**config.mk**
```make
export PLATFORM = sky130hd
export DESIGN_NAME = lsr_seq
export DESIGN_NICKNAME = d
export VERILOG_FILES = /design/src/rtl/lsr_seq_pkg.sv /design/src/rtl/lsr_rst_sync.sv /design/src/rtl/lsr_token_chain.sv /design/src/rtl/lsr_frame_ctrl.sv /design/src/rtl/lsr_phase_gen.sv /design/src/rtl/lsr_seq.sv
export SDC_FILE = /design/constraint.sdc
export NUM_CORES = 1
export LEC_CHECK = 0
export BUFFER_PORTS_ARGS = -buffer_cell sky130_fd_sc_hd__buf_2
export CAP_MARGIN = 20
export CORE_UTILIZATION = 48
export CTS_CLUSTER_DIAMETER = 100
export DETAILED_ROUTE_END_ITERATION = 10
export GPL_ROUTABILITY_DRIVEN = 1
export PLACE_DENSITY_LB_ADDON = 0.2
export SYNTH_ARGS = -nofsm -noshare
export SYNTH_HDL_FRONTEND = slang
export SYNTH_SLANG_ARGS = --single-unit
```
**constraint.sdc**
```tcl
create_clock -name clk_i -period 2.7 [get_ports clk_i]
set_input_delay 0.405 -clock clk_i [delete_from_list [all_inputs] [get_ports clk_i]]
set_output_delay 0.405 -clock clk_i [all_outputs]
set_load 0.05 [all_outputs]
```
**src/rtl/lsr_seq_pkg.sv**
```systemverilog
package lsr_seq_pkg;
  localparam int unsigned DEF_NUM_PIX  = 64;
  localparam int unsigned DEF_SYNC_STG = 2;

  typedef struct packed {
    logic so;
    logic done;
    logic ovr;
  } frm_evt_t;
endpackage

```
**src/rtl/lsr_rst_sync.sv**
```systemverilog
module lsr_rst_sync #(
  parameter int unsigned STAGES = 2
) (
  input  logic clk_i,
  input  logic rst_n_i,
  output logic rst_n_o
);
  logic [STAGES-1:0] sync_q;
  logic [STAGES-1:0] sync_d;

  always_comb begin
    sync_d = {sync_q[STAGES-2:0], 1'b1};
  end

  always_ff @(posedge clk_i or negedge rst_n_i) begin
    if (!rst_n_i) sync_q <= '0;
    else          sync_q <= sync_d;
  end

  assign rst_n_o = sync_q[STAGES-1];
endmodule

```
**src/rtl/lsr_token_chain.sv**
```systemverilog
module lsr_token_chain #(
  parameter int unsigned NUM_PIX = 64
) (
  input  logic               clk_i,
  input  logic               rst_n_i,
  input  logic               load_i,
  output logic [NUM_PIX-1:0] tok_o,
  output logic               busy_o
);
  logic [NUM_PIX-1:0] tok_q;
  logic [NUM_PIX-1:0] tok_d;
  logic               adv_en;

  always_comb begin
    adv_en = load_i | busy_o;
  end

  genvar g;
  generate
    for (g = 0; g < NUM_PIX; g++) begin : g_stage
      if (g == 0) begin : g_head
        always_comb tok_d[g] = load_i;
      end else begin : g_body
        always_comb tok_d[g] = tok_q[g-1];
      end

      always_ff @(posedge clk_i or negedge rst_n_i) begin
        if (!rst_n_i)    tok_q[g] <= 1'b0;
        else if (adv_en) tok_q[g] <= tok_d[g];
      end
    end
  endgenerate

  assign tok_o  = tok_q;
  assign busy_o = |tok_q;
endmodule

```
**src/rtl/lsr_frame_ctrl.sv**
```systemverilog
module lsr_frame_ctrl
  import lsr_seq_pkg::*;
#(
  parameter int unsigned NUM_PIX = 64
) (
  input  logic               clk_i,
  input  logic               rst_n_i,
  input  logic               si_i,
  input  logic [NUM_PIX-1:0] tok_i,
  input  logic               busy_i,
  output logic               load_o,
  output frm_evt_t           evt_o
);
  logic     last_stage;
  frm_evt_t evt_q;
  frm_evt_t evt_d;

  always_comb begin
    last_stage = tok_i[NUM_PIX-1];
    load_o     = si_i & ~busy_i;
    evt_d.so   = 1'b0;
    evt_d.done = last_stage;
    evt_d.ovr  = si_i & busy_i;
  end

  always_ff @(posedge clk_i or negedge rst_n_i) begin
    if (!rst_n_i) begin
      evt_q.done <= 1'b0;
      evt_q.ovr  <= 1'b0;
      evt_q.so   <= 1'b0;
    end else begin
      evt_q.done <= evt_d.done;
      evt_q.ovr  <= evt_d.ovr;
      evt_q.so   <= evt_d.so;
    end
  end

  always_comb begin
    evt_o      = evt_q;
    evt_o.so   = last_stage;
  end
endmodule

```
**src/rtl/lsr_phase_gen.sv**
```systemverilog
module lsr_phase_gen (
  input  logic clk_i,
  input  logic out_en_i,
  output logic sn_rst_o,
  output logic sh_o
);
  always_comb begin
    sn_rst_o = ~clk_i;
    sh_o     = clk_i & out_en_i;
  end
endmodule

```
**src/rtl/lsr_seq.sv**
```systemverilog
module lsr_seq
  import lsr_seq_pkg::*;
#(
  parameter int unsigned NUM_PIX  = DEF_NUM_PIX,
  parameter int unsigned SYNC_STG = DEF_SYNC_STG
) (
  input  logic               clk_i,
  input  logic               rst_n_i,
  input  logic               si_i,
  output logic [NUM_PIX-1:0] pix_sel_o,
  output logic               out_en_o,
  output logic               sn_rst_o,
  output logic               sh_o,
  output logic               so_o,
  output logic               done_o,
  output logic               ovr_o
);
  logic               core_rst_n;
  logic               load;
  logic               busy;
  logic [NUM_PIX-1:0] tok;
  frm_evt_t           evt;

  lsr_rst_sync #(.STAGES(SYNC_STG)) u_rst_sync (
    .clk_i   (clk_i),
    .rst_n_i (rst_n_i),
    .rst_n_o (core_rst_n)
  );

  lsr_token_chain #(.NUM_PIX(NUM_PIX)) u_chain (
    .clk_i   (clk_i),
    .rst_n_i (core_rst_n),
    .load_i  (load),
    .tok_o   (tok),
    .busy_o  (busy)
  );

  lsr_frame_ctrl #(.NUM_PIX(NUM_PIX)) u_ctrl (
    .clk_i   (clk_i),
    .rst_n_i (core_rst_n),
    .si_i    (si_i),
    .tok_i   (tok),
    .busy_i  (busy),
    .load_o  (load),
    .evt_o   (evt)
  );

  lsr_phase_gen u_phase (
    .clk_i    (clk_i),
    .out_en_i (busy),
    .sn_rst_o (sn_rst_o),
    .sh_o     (sh_o)
  );

  assign pix_sel_o = tok;
  assign out_en_o  = busy;
  assign so_o      = evt.so;
  assign done_o    = evt.done;
  assign ovr_o     = evt.ovr;
endmodule

```
==> results of run 1 <==
-- synthesized netlist by cell type --
cell / number
buf_4: 1
dlygate4sd3_1: 1
inv_1: 2
nor4_1: 15
conb_1: 1
dlygate4sd1_1: 2
nor2_1: 1
nor2b_1: 1
clkbuf_1: 60
nor4_2: 2
dfrtp_1: 68
nand4_1: 4
o21a_1: 1
-- critical path, delay by kind of cell, from the launching register on --
| family | cells | cell delay, ns |
|---|---|---|
| DFF | 1 | 0.40 |
| buffers and inverters | 1 | 0.22 |
| and+or+nand+nor | 4 | 1.05 |
-- layer usage --
metal	up-vias	wire length, um	GRT usage, %	share of wire [%]
met1	601	1670	23.59	44
li1	512	-	-	-
met4	0	107	14.06	2.8
met2	49	1745	27.33	46
met3	10	278	7.401	7.3
met5	-	0	0	0
-- cell type report --
cell class                 instances  area (sq um)
inverter                           1         3.754
multi-input combinational         25         165.2
sequential                        68          1703
timing repair buffer              72         367.9
fill                             337          1634
clock inverter                     7         56.30
tap                               50         62.56
clock buffer                      13         151.4
-- power breakdown --
part	total [mW]	internal [mW]	switching (mW)
Clock	0.961	0.473	0.488
Sequential	1.10	1.06	0.0389
Combinational	0.253	0.0534	0.200
Total	2.31	1.59	0.727
-- path summary, 6_finish.rpt --
kind | slack [ns] | endpoint | start | cells past startpoint
setup / recovery | 0.29 | sh_o | u_chain.tok_o[25] | 5
hold / removal | 0.20 | u_chain.tok_o[48] | u_rst_sync.sync_q[1] | 0
setup reg to reg | 1.09 | u_chain.tok_o[0] | u_chain.tok_o[25] | 4
hold reg to reg | 0.20 | u_chain.tok_o[48] | u_rst_sync.sync_q[1] | 0
max in group asynchronous | 1.59 | u_chain.tok_o[5] | u_rst_sync.sync_q[1] | 1
min in group clk_i | 0.30 | u_chain.tok_o[0] | si_i | 2
-- flip-flops by register name (all words and copies together), names as in the netlist --
signal / cells
u_chain.tok_o: 64
u_ctrl.evt_o: 2
u_rst_sync.sync_q: 2
-- kinds of logic after synthesis --
logic type	count (synthesis)	share of synthesized area (%)
AND/OR/NAND/NOR	23	7.209
buffers and inverters	66	12.54
other	1	0.1757
AO/OA/AOI/OAI	1	0.3518
flip-flops	68	79.72
-- stage by stage --
step	utilization [%]	cells	instance area, sq um	setup WS (ns)
3_3_place_gp	55.65	218	2306	0.6518
4_1_cts	60.57	236	2510	0.2256
3_5_place_dp	55.65	218	2306	0.6157
2_1_floorplan	-	159	2135	0.3031
6_report	60.57	236	2510	0.2944
5_1_grt	60.57	236	2510	0.1028
==> flow_metrics.tcl, run 1 <==
set metrics [dict create \
    status "completed" \
    irDropWorstVdd_v 0.0005587 \
    cts_hold_buf 1 \
    syn_area_sq_um 2135 \
    dieHeight_um 68.69 \
    ys_seq_area_share_pct 79.72 \
    synth.area.top_cells "dfrtp_1, clkbuf_1, nor4_1" \
    syn-num-nets 162 \
    rsz0062_at_grt "no" \
    hold_violations 0 \
    cellPowerDensity_nw_per_um2 921.4 \
    path_cells "nor4_1, nand4_1, nor4_2, nor2_1, buf_2" \
    antenna_found_initial 0 \
    cts_buffer_depth 2 \
    crit_arrival_ns 2.00 \
    synth_seq_cells 68 \
    final_layout_size_suffix_gt1_share_pct 48.39 \
    grt_first_pass_wirelength_mm 5.871 \
    total_power_mw 2.313 \
    grt_pass1_vias 1170 \
    synth_top_area_cell "dfrtp_1" \
    area_growth_pct 17.59 \
    period_share_pct 89.10 \
    gp_congestion 0.7921 \
    io_pins 73 \
    period_needed_ns 2.406 \
    max_freq_ghz 0.4157 \
    critPathCaptureType "primary output" \
    tightestPinTransition_ns 0.5479 \
    row_count 23 \
    hold_slack_ns 0.2026 \
    die-area_sq_um 4718 \
    finalSetupViolCount 0 \
    grt_max_degree 47 \
    timing.slew.headroom_pct 63.47 \
    cts_tree "built" \
    crit_required_ns 2.30 \
    path_class "flip-flop to primary output" \
    grt_use_total_pct 19.14 \
    io_buffers 72 \
    route.detailed.drc 0 \
    vias_per_cell 4.966 \
    cp_max_fo 4 \
    post_cts_buffers 0 \
    dr.pass1.iters 3 \
    grt.overflow.total 0 \
    place.detailed.hpwl_mm 2.616 \
    antenna_cells 0 \
    layout_commonest_cell "buf_2" \
    hold_path_class "flip-flop to asynchronous set/reset pin" \
    maxCapViolations 0 \
    synth_top_area_share_pct 79.72 \
    core_sq_um 4144 \
    ys_types 13 \
    yosys_warnings 0 \
    drtIter0Drc 53 \
    skew_ns 0.008090 \
    dieWidth_um 68.69 \
    avgRoutedWirePerCell_um 16.11 \
    drv_slew 0 \
    htree_levels 3 \
    cts_resized 0 \
    final_antenna_net_count 0 \
    mostFrequentLayoutCells "buf_2, dfrtp_1, nor4_1" \
    crit_path_top_delay_cell "nor4_2" \
    tns_ns 0 \
    critPathMaxStageDelay_ns 0.46 \
    via_count 1172 \
    totalWireLength_mm 3.802 \
    insertion_delay_ns 0.34 \
    syn_inst 159 \
    nets 184 \
    cts.reportedPaths.clkPinSlew_ns 0.07 \
    p_leak_nw 1.482 \
    start_util_pct 51.51 \
    start_kind "flip-flop" \
    root_buffer "clkbuf_8" \
    avgSynthCellArea_sq_um 13.42 \
    numCtsBuffers 9 \
]
Power figures use the tool's default switching activity.
==> run 2: changes to the inputs <==
- SYNTH_HIERARCHICAL: not set -> 1
==> run 2 against run 1 <==
- final cell count is 1.3% higher
- synthesized area decreased by 0.41%
- final area up 5.1%
- clock power increased by 18%
- critical path type unchanged
- synthesized cell count unchanged
- first-iteration DRC count increased by 25%
- worst setup slack lost 0.23 ns
- via count is 2.4% lower
- die area shrank 0.39%
==> flow_metrics.tcl, run 2 <==
set metrics [dict create \
    status "completed" \
    period_share_pct 97.58 \
    cp_max_fo 3 \
    mostFrequentLayoutCells "buf_2, dfrtp_1, clkbuf_8" \
    final_layout_size_suffix_gt1_share_pct 55.56 \
    path_class "flip-flop to primary output" \
    layout_commonest_cell "buf_2" \
    synthFlopType "dfrtp_1" \
    final_antenna_net_count 0 \
    antenna_found_initial 0 \
    ys_seq_area_share_pct 80.05 \
    ys_async_sr_fraction_pct 100.0 \
    synth.area.top_cells "dfrtp_1, clkbuf_1, nor4_1" \
    die-area_sq_um 4699 \
    gp_congestion 0.7322 \
    dr.pass1.iters 4 \
    crit_cells 5 \
    dp.cells 217 \
    area_growth_pct 24.13 \
    tightestPinTransition_ns 0.5078 \
    timing.slew.headroom_pct 66.15 \
    syn-num-nets 162 \
    tns_ns 0 \
    ys_types 14 \
    start_util_pct 51.66 \
    grt_max_degree 44 \
    antenna_cells 0 \
    nets 187 \
    skew_ns 0.008283 \
    synth_top_area_share_pct 80.05 \
    crit_arrival_ns 2.23 \
    largest_reg_flops 64 \
    totalWireLength_mm 3.811 \
    p_leak_nw 1.536 \
    synth_top_cells_by_count "dfrtp_1, clkbuf_1, nor4_1, nand4_1" \
    avgSynthCellArea_sq_um 13.37 \
    syn_area_sq_um 2126 \
    syn_inst 159 \
    cts.reportedPaths.clkPinSlew_ns 0.07 \
    cellPowerDensity_nw_per_um2 936.0 \
    crit_family "simple AND/OR/NAND/NOR gates" \
    worst-r2r-cell-count 5 \
    critPathCaptureType "primary output" \
    io_pins 73 \
    via_count 1144 \
    finalSetupViolCount 0 \
    path_cells "nor4_2, nand4_1, or4_4, and2_1, buf_4" \
    whs_path_depth 2 \
    grt.overflow.total 0 \
    yosysMostFrequentCell "dfrtp_1" \
    dieHeight_um 68.55 \
    synth_top_area_cell "dfrtp_1" \
    synth-edff-count 0 \
    yosys_warnings 6 \
    path_buf_inv 1 \
    crit_required_ns 2.30 \
    synth_seq_cells 68 \
    maxCapViolations 0 \
    vias_per_cell 4.787 \
    insertion_delay_ns 0.43 \
    grt_pass1_vias 1108 \
    core_sq_um 4115 \
    drtIter0Drc 66 \
    start_kind "flip-flop" \
    hold_path_class "primary input to flip-flop" \
    crit_path_top_delay_cell "or4_4" \
    hold_violations 0 \
    period_needed_ns 2.635 \
    avgRoutedWirePerCell_um 15.95 \
    irDropWorstVdd_v 0.0005813 \
    critPathMaxStageDelay_ns 0.56 \
    grt_first_pass_wirelength_mm 5.554 \
    final-instance-count-excl-fill 239 \
    grt_use_total_pct 18.19 \
    drv_slew 0 \
    cts_tree "built" \
    row_count 23 \
    max_freq_ghz 0.3796 \
    route.detailed.drc 0 \
    place.detailed.hpwl_mm 2.528 \
    io_buffers 72 \
    total_power_mw 2.470 \
    dieWidth_um 68.55 \
]
==> run 2: cell type report <==
class / count / area, sq um
sequential: 68 / 1703
fill: 321 / 1476
timing repair buffer: 74 / 382.9
clock buffer: 18 / 222.7
multi-input combinational: 25 / 221.5
tap: 50 / 62.56
clock inverter: 4 / 46.29
==> run 2: stage by stage <==
stage | hold WS (ns) | cell area, sq um | worst slack (ns) | util [%]
after floorplan | 0.1094 | 2126 | 0.07460 | -
after global placement | 0.1898 | 2302 | 0.4683 | 55.94
after detailed placement | 0.1909 | 2302 | 0.4251 | 55.94
after CTS | 0.1903 | 2580 | 0.01442 | 62.69
after global routing | 0.1863 | 2639 | -0.03408 | 64.12
final | 0.2074 | 2639 | 0.06543 | 64.12
==> run 2: kinds of logic after synthesis <==
group                  synth area share [%]
DFF                                   80.05
buffers and inverters                 12.18
and+or+nand+nor                       7.593
other                                0.1764
==> run 2: repair_timing <==
item / 4_1_cts / 5_1_grt
hold buffers: 1 / 0
buffers inserted: 0 / 2
pin swaps: 0 / 7
hold endpoints to repair: 2 / 0
gates resized for setup: 3 / 7
setup endpoints to repair: 2 / 2
==> run 2: where the power goes <==
group	switching, mW	internal, mW
registers	0.0400	1.06
clock network	0.493	0.634
logic	0.187	0.0588
==> run 2: path summary, 6_finish.rpt <==
kind                                      start  slack, ns                 to
max in group asynchronous  u_rst_sync/sync_q[1]       1.59  u_chain/tok_o[40]
setup / recovery              u_chain/tok_o[61]       0.07               sh_o
hold / removal                             si_i       0.21    u_ctrl/evt_o[0]
setup reg to reg              u_chain/tok_o[61]       0.84    u_ctrl/evt_o[0]
hold reg to reg            u_rst_sync/sync_q[1]       0.22  u_chain/tok_o[44]
min in group asynchronous  u_rst_sync/sync_q[1]       0.22  u_chain/tok_o[44]
==> run 2: routing by layer <==
| layer | share of wire, % | vias to the layer above | track usage, % |
|---|---|---|---|
| li1 | - | 514 | - |
| met1 | 46 | 571 | 22.50 |
| met2 | 46 | 51 | 25.37 |
| met3 | 5.9 | 8 | 6.414 |
| met4 | 2.2 | 0 | 15.36 |
| met5 | 0 | - | 0 |
==> run 3: changes to the inputs <==
- CORE_UTILIZATION: 48 -> 40
==> run 3 against run 2 <==
- sequential share of layout area down 2.6 points
- first-iteration DRC count decreased by 7.6%
- die area rose by 19%
- final area increased by 4.3%
- total power increased by 8.4%
- sequential power about the same
- clock power rose by 17%
- critical path type unchanged
==> flow_metrics.tcl, run 3 (synthesis gave the netlist of run 2 again) <==
set metrics [dict create \
    finalSetupViolCount 0 \
    crit_start "u_chain/tok_o[8]" \
    start_util_pct 41.62 \
    route.detailed.drc 0 \
    critPathCaptureType "primary output" \
    met2_usage_pct 21.42 \
    dp.cells 238 \
    path_class "flip-flop to primary output" \
    start_kind "flip-flop" \
    skew_ns 0.007042 \
    final_layout_size_suffix_gt1_share_pct 58.12 \
    place.detailed.hpwl_mm 2.649 \
    gp_congestion 0.7115 \
    grt_max_degree 36 \
    tns_ns 0 \
    hold_violations 0 \
    dieWidth_um 74.90 \
    use_met1_pct 21.04 \
    multi_input_area_sq_um 242.7 \
    rsz0062_at_grt "no" \
    hp-start "si_i" \
    cellPowerDensity_nw_per_um2 973.3 \
    worst-r2r-cell-count 4 \
    dieHeight_um 74.90 \
    timing.slew.headroom_pct 52.25 \
    crit_path_top_delay_cell "or4_4" \
    crit_arrival_ns 2.20 \
    insertion_delay_ns 0.44 \
    critPathMaxStageDelay_ns 0.57 \
    met3_usage_pct 10.17 \
    cts_tree "built" \
    die-area_sq_um 5610 \
    r2r_end "u_ctrl/evt_o[0]" \
    layout_commonest_cell "buf_2" \
    r2r-start "u_chain/tok_o[8]" \
    mostFrequentLayoutCells "buf_2, dfrtp_1, clkbuf_8" \
    via_count 1171 \
    status "completed" \
    r2r_setup_slack_ns 0.97 \
    dr.pass1.iters 4 \
    totalWireLength_mm 3.968 \
    crit_required_ns 2.30 \
    row_count 26 \
    crit_family "simple AND/OR/NAND/NOR gates" \
    cts.reportedPaths.clkPinSlew_ns 0.07 \
    grt_use_total_pct 16.64 \
    final-instance-count-excl-fill 261 \
    path_buf_inv 1 \
    antenna_cells 0 \
    tightestPinTransition_ns 0.7162 \
    setup_slack_ns 0.09833 \
    seq_area_sq_um 1704 \
    vias_per_cell 4.487 \
    drv_slew 0 \
    pre_cts_ws_ns 0.4181 \
    final_antenna_net_count 0 \
    core_sq_um 5107 \
    holdPathEnd "u_ctrl/evt_o[0]" \
    io_buffers 72 \
    cp_max_fo 4 \
    largest_reg_flops 64 \
    io_pins 73 \
    irDropWorstVdd_v 0.0006384 \
    whs_path_depth 2 \
    fin_util_pct 53.87 \
    drtIter0Drc 61 \
    path_cells "nor4_2, nand4_1, or4_4, and2_1, buf_6" \
    top_usage_layer "met2" \
    maxCapViolations 0 \
    nets 189 \
    grt_pass1_vias 1163 \
    antenna_found_initial 0 \
    period_share_pct 96.36 \
    grt_first_pass_wirelength_mm 6.168 \
    hold_path_class "primary input to flip-flop" \
    avgRoutedWirePerCell_um 15.20 \
    area_growth_pct 29.43 \
    p_leak_nw 1.575 \
    grt.overflow.total 0 \
    fillers 442 \
    max_freq_ghz 0.3844 \
    period_needed_ns 2.602 \
]
## run 3: repair_timing
| action | in CTS | in global routing |
|---|---|---|
| cloned | 0 | 0 |
| hold buffers | 1 | 0 |
| buffers inserted | 0 | 3 |
| gates resized for setup | 3 | 12 |
| setup endpoints to repair | 2 | 2 |
| hold endpoints to repair | 2 | 0 |
| pin swaps | 1 | 6 |
## run 3: area by class of cell
cell class | count | area share [%]
multi-input cells | 25 | 8.822
repair buffers | 76 | 14.46
clock inverters | 6 | 4.002
well taps | 70 | 3.183
flip-flops and latches | 68 | 61.94
clock buffers | 16 | 7.594
## run 3: power breakdown
group / switching (mW) / leakage, nW / internal (mW)
registers: 0.0458 / 0.929 / 1.06
logic: 0.186 / 0.481 / 0.0646
clock network: 0.516 / 0.165 / 0.807
## run 3: metal layers
metal	vias to the layer above	part of all wire [%]
met1	597	43
met2	54	49
met4	0	1.3
met3	4	7.0
met5	-	0
li1	516	-
## run 3: worst max-delay path by stage
stage                end  slack, ns  depth (start not counted)
CTS                 sh_o      0.006                          5
global route        sh_o      0.002                          5
finish              sh_o        0.1                          5
floorplan           sh_o       0.07                          4
detailed placement  sh_o       0.42                          5
global placement    sh_o       0.43                          5
## run 3: stage by stage
| step | instance area [sq um] | hold slack [ns] | power (mW) |
|---|---|---|---|
| 2_1_floorplan | 2126 | 0.1094 | 1.433 |
| 3_3_place_gp | 2335 | 0.1895 | 1.504 |
| 4_1_cts | 2656 | 0.1688 | 2.692 |
| 6_report | 2751 | 0.1943 | 2.678 |
| 3_5_place_dp | 2335 | 0.1926 | 1.504 |
| 5_1_grt | 2751 | 0.1724 | 2.788 |
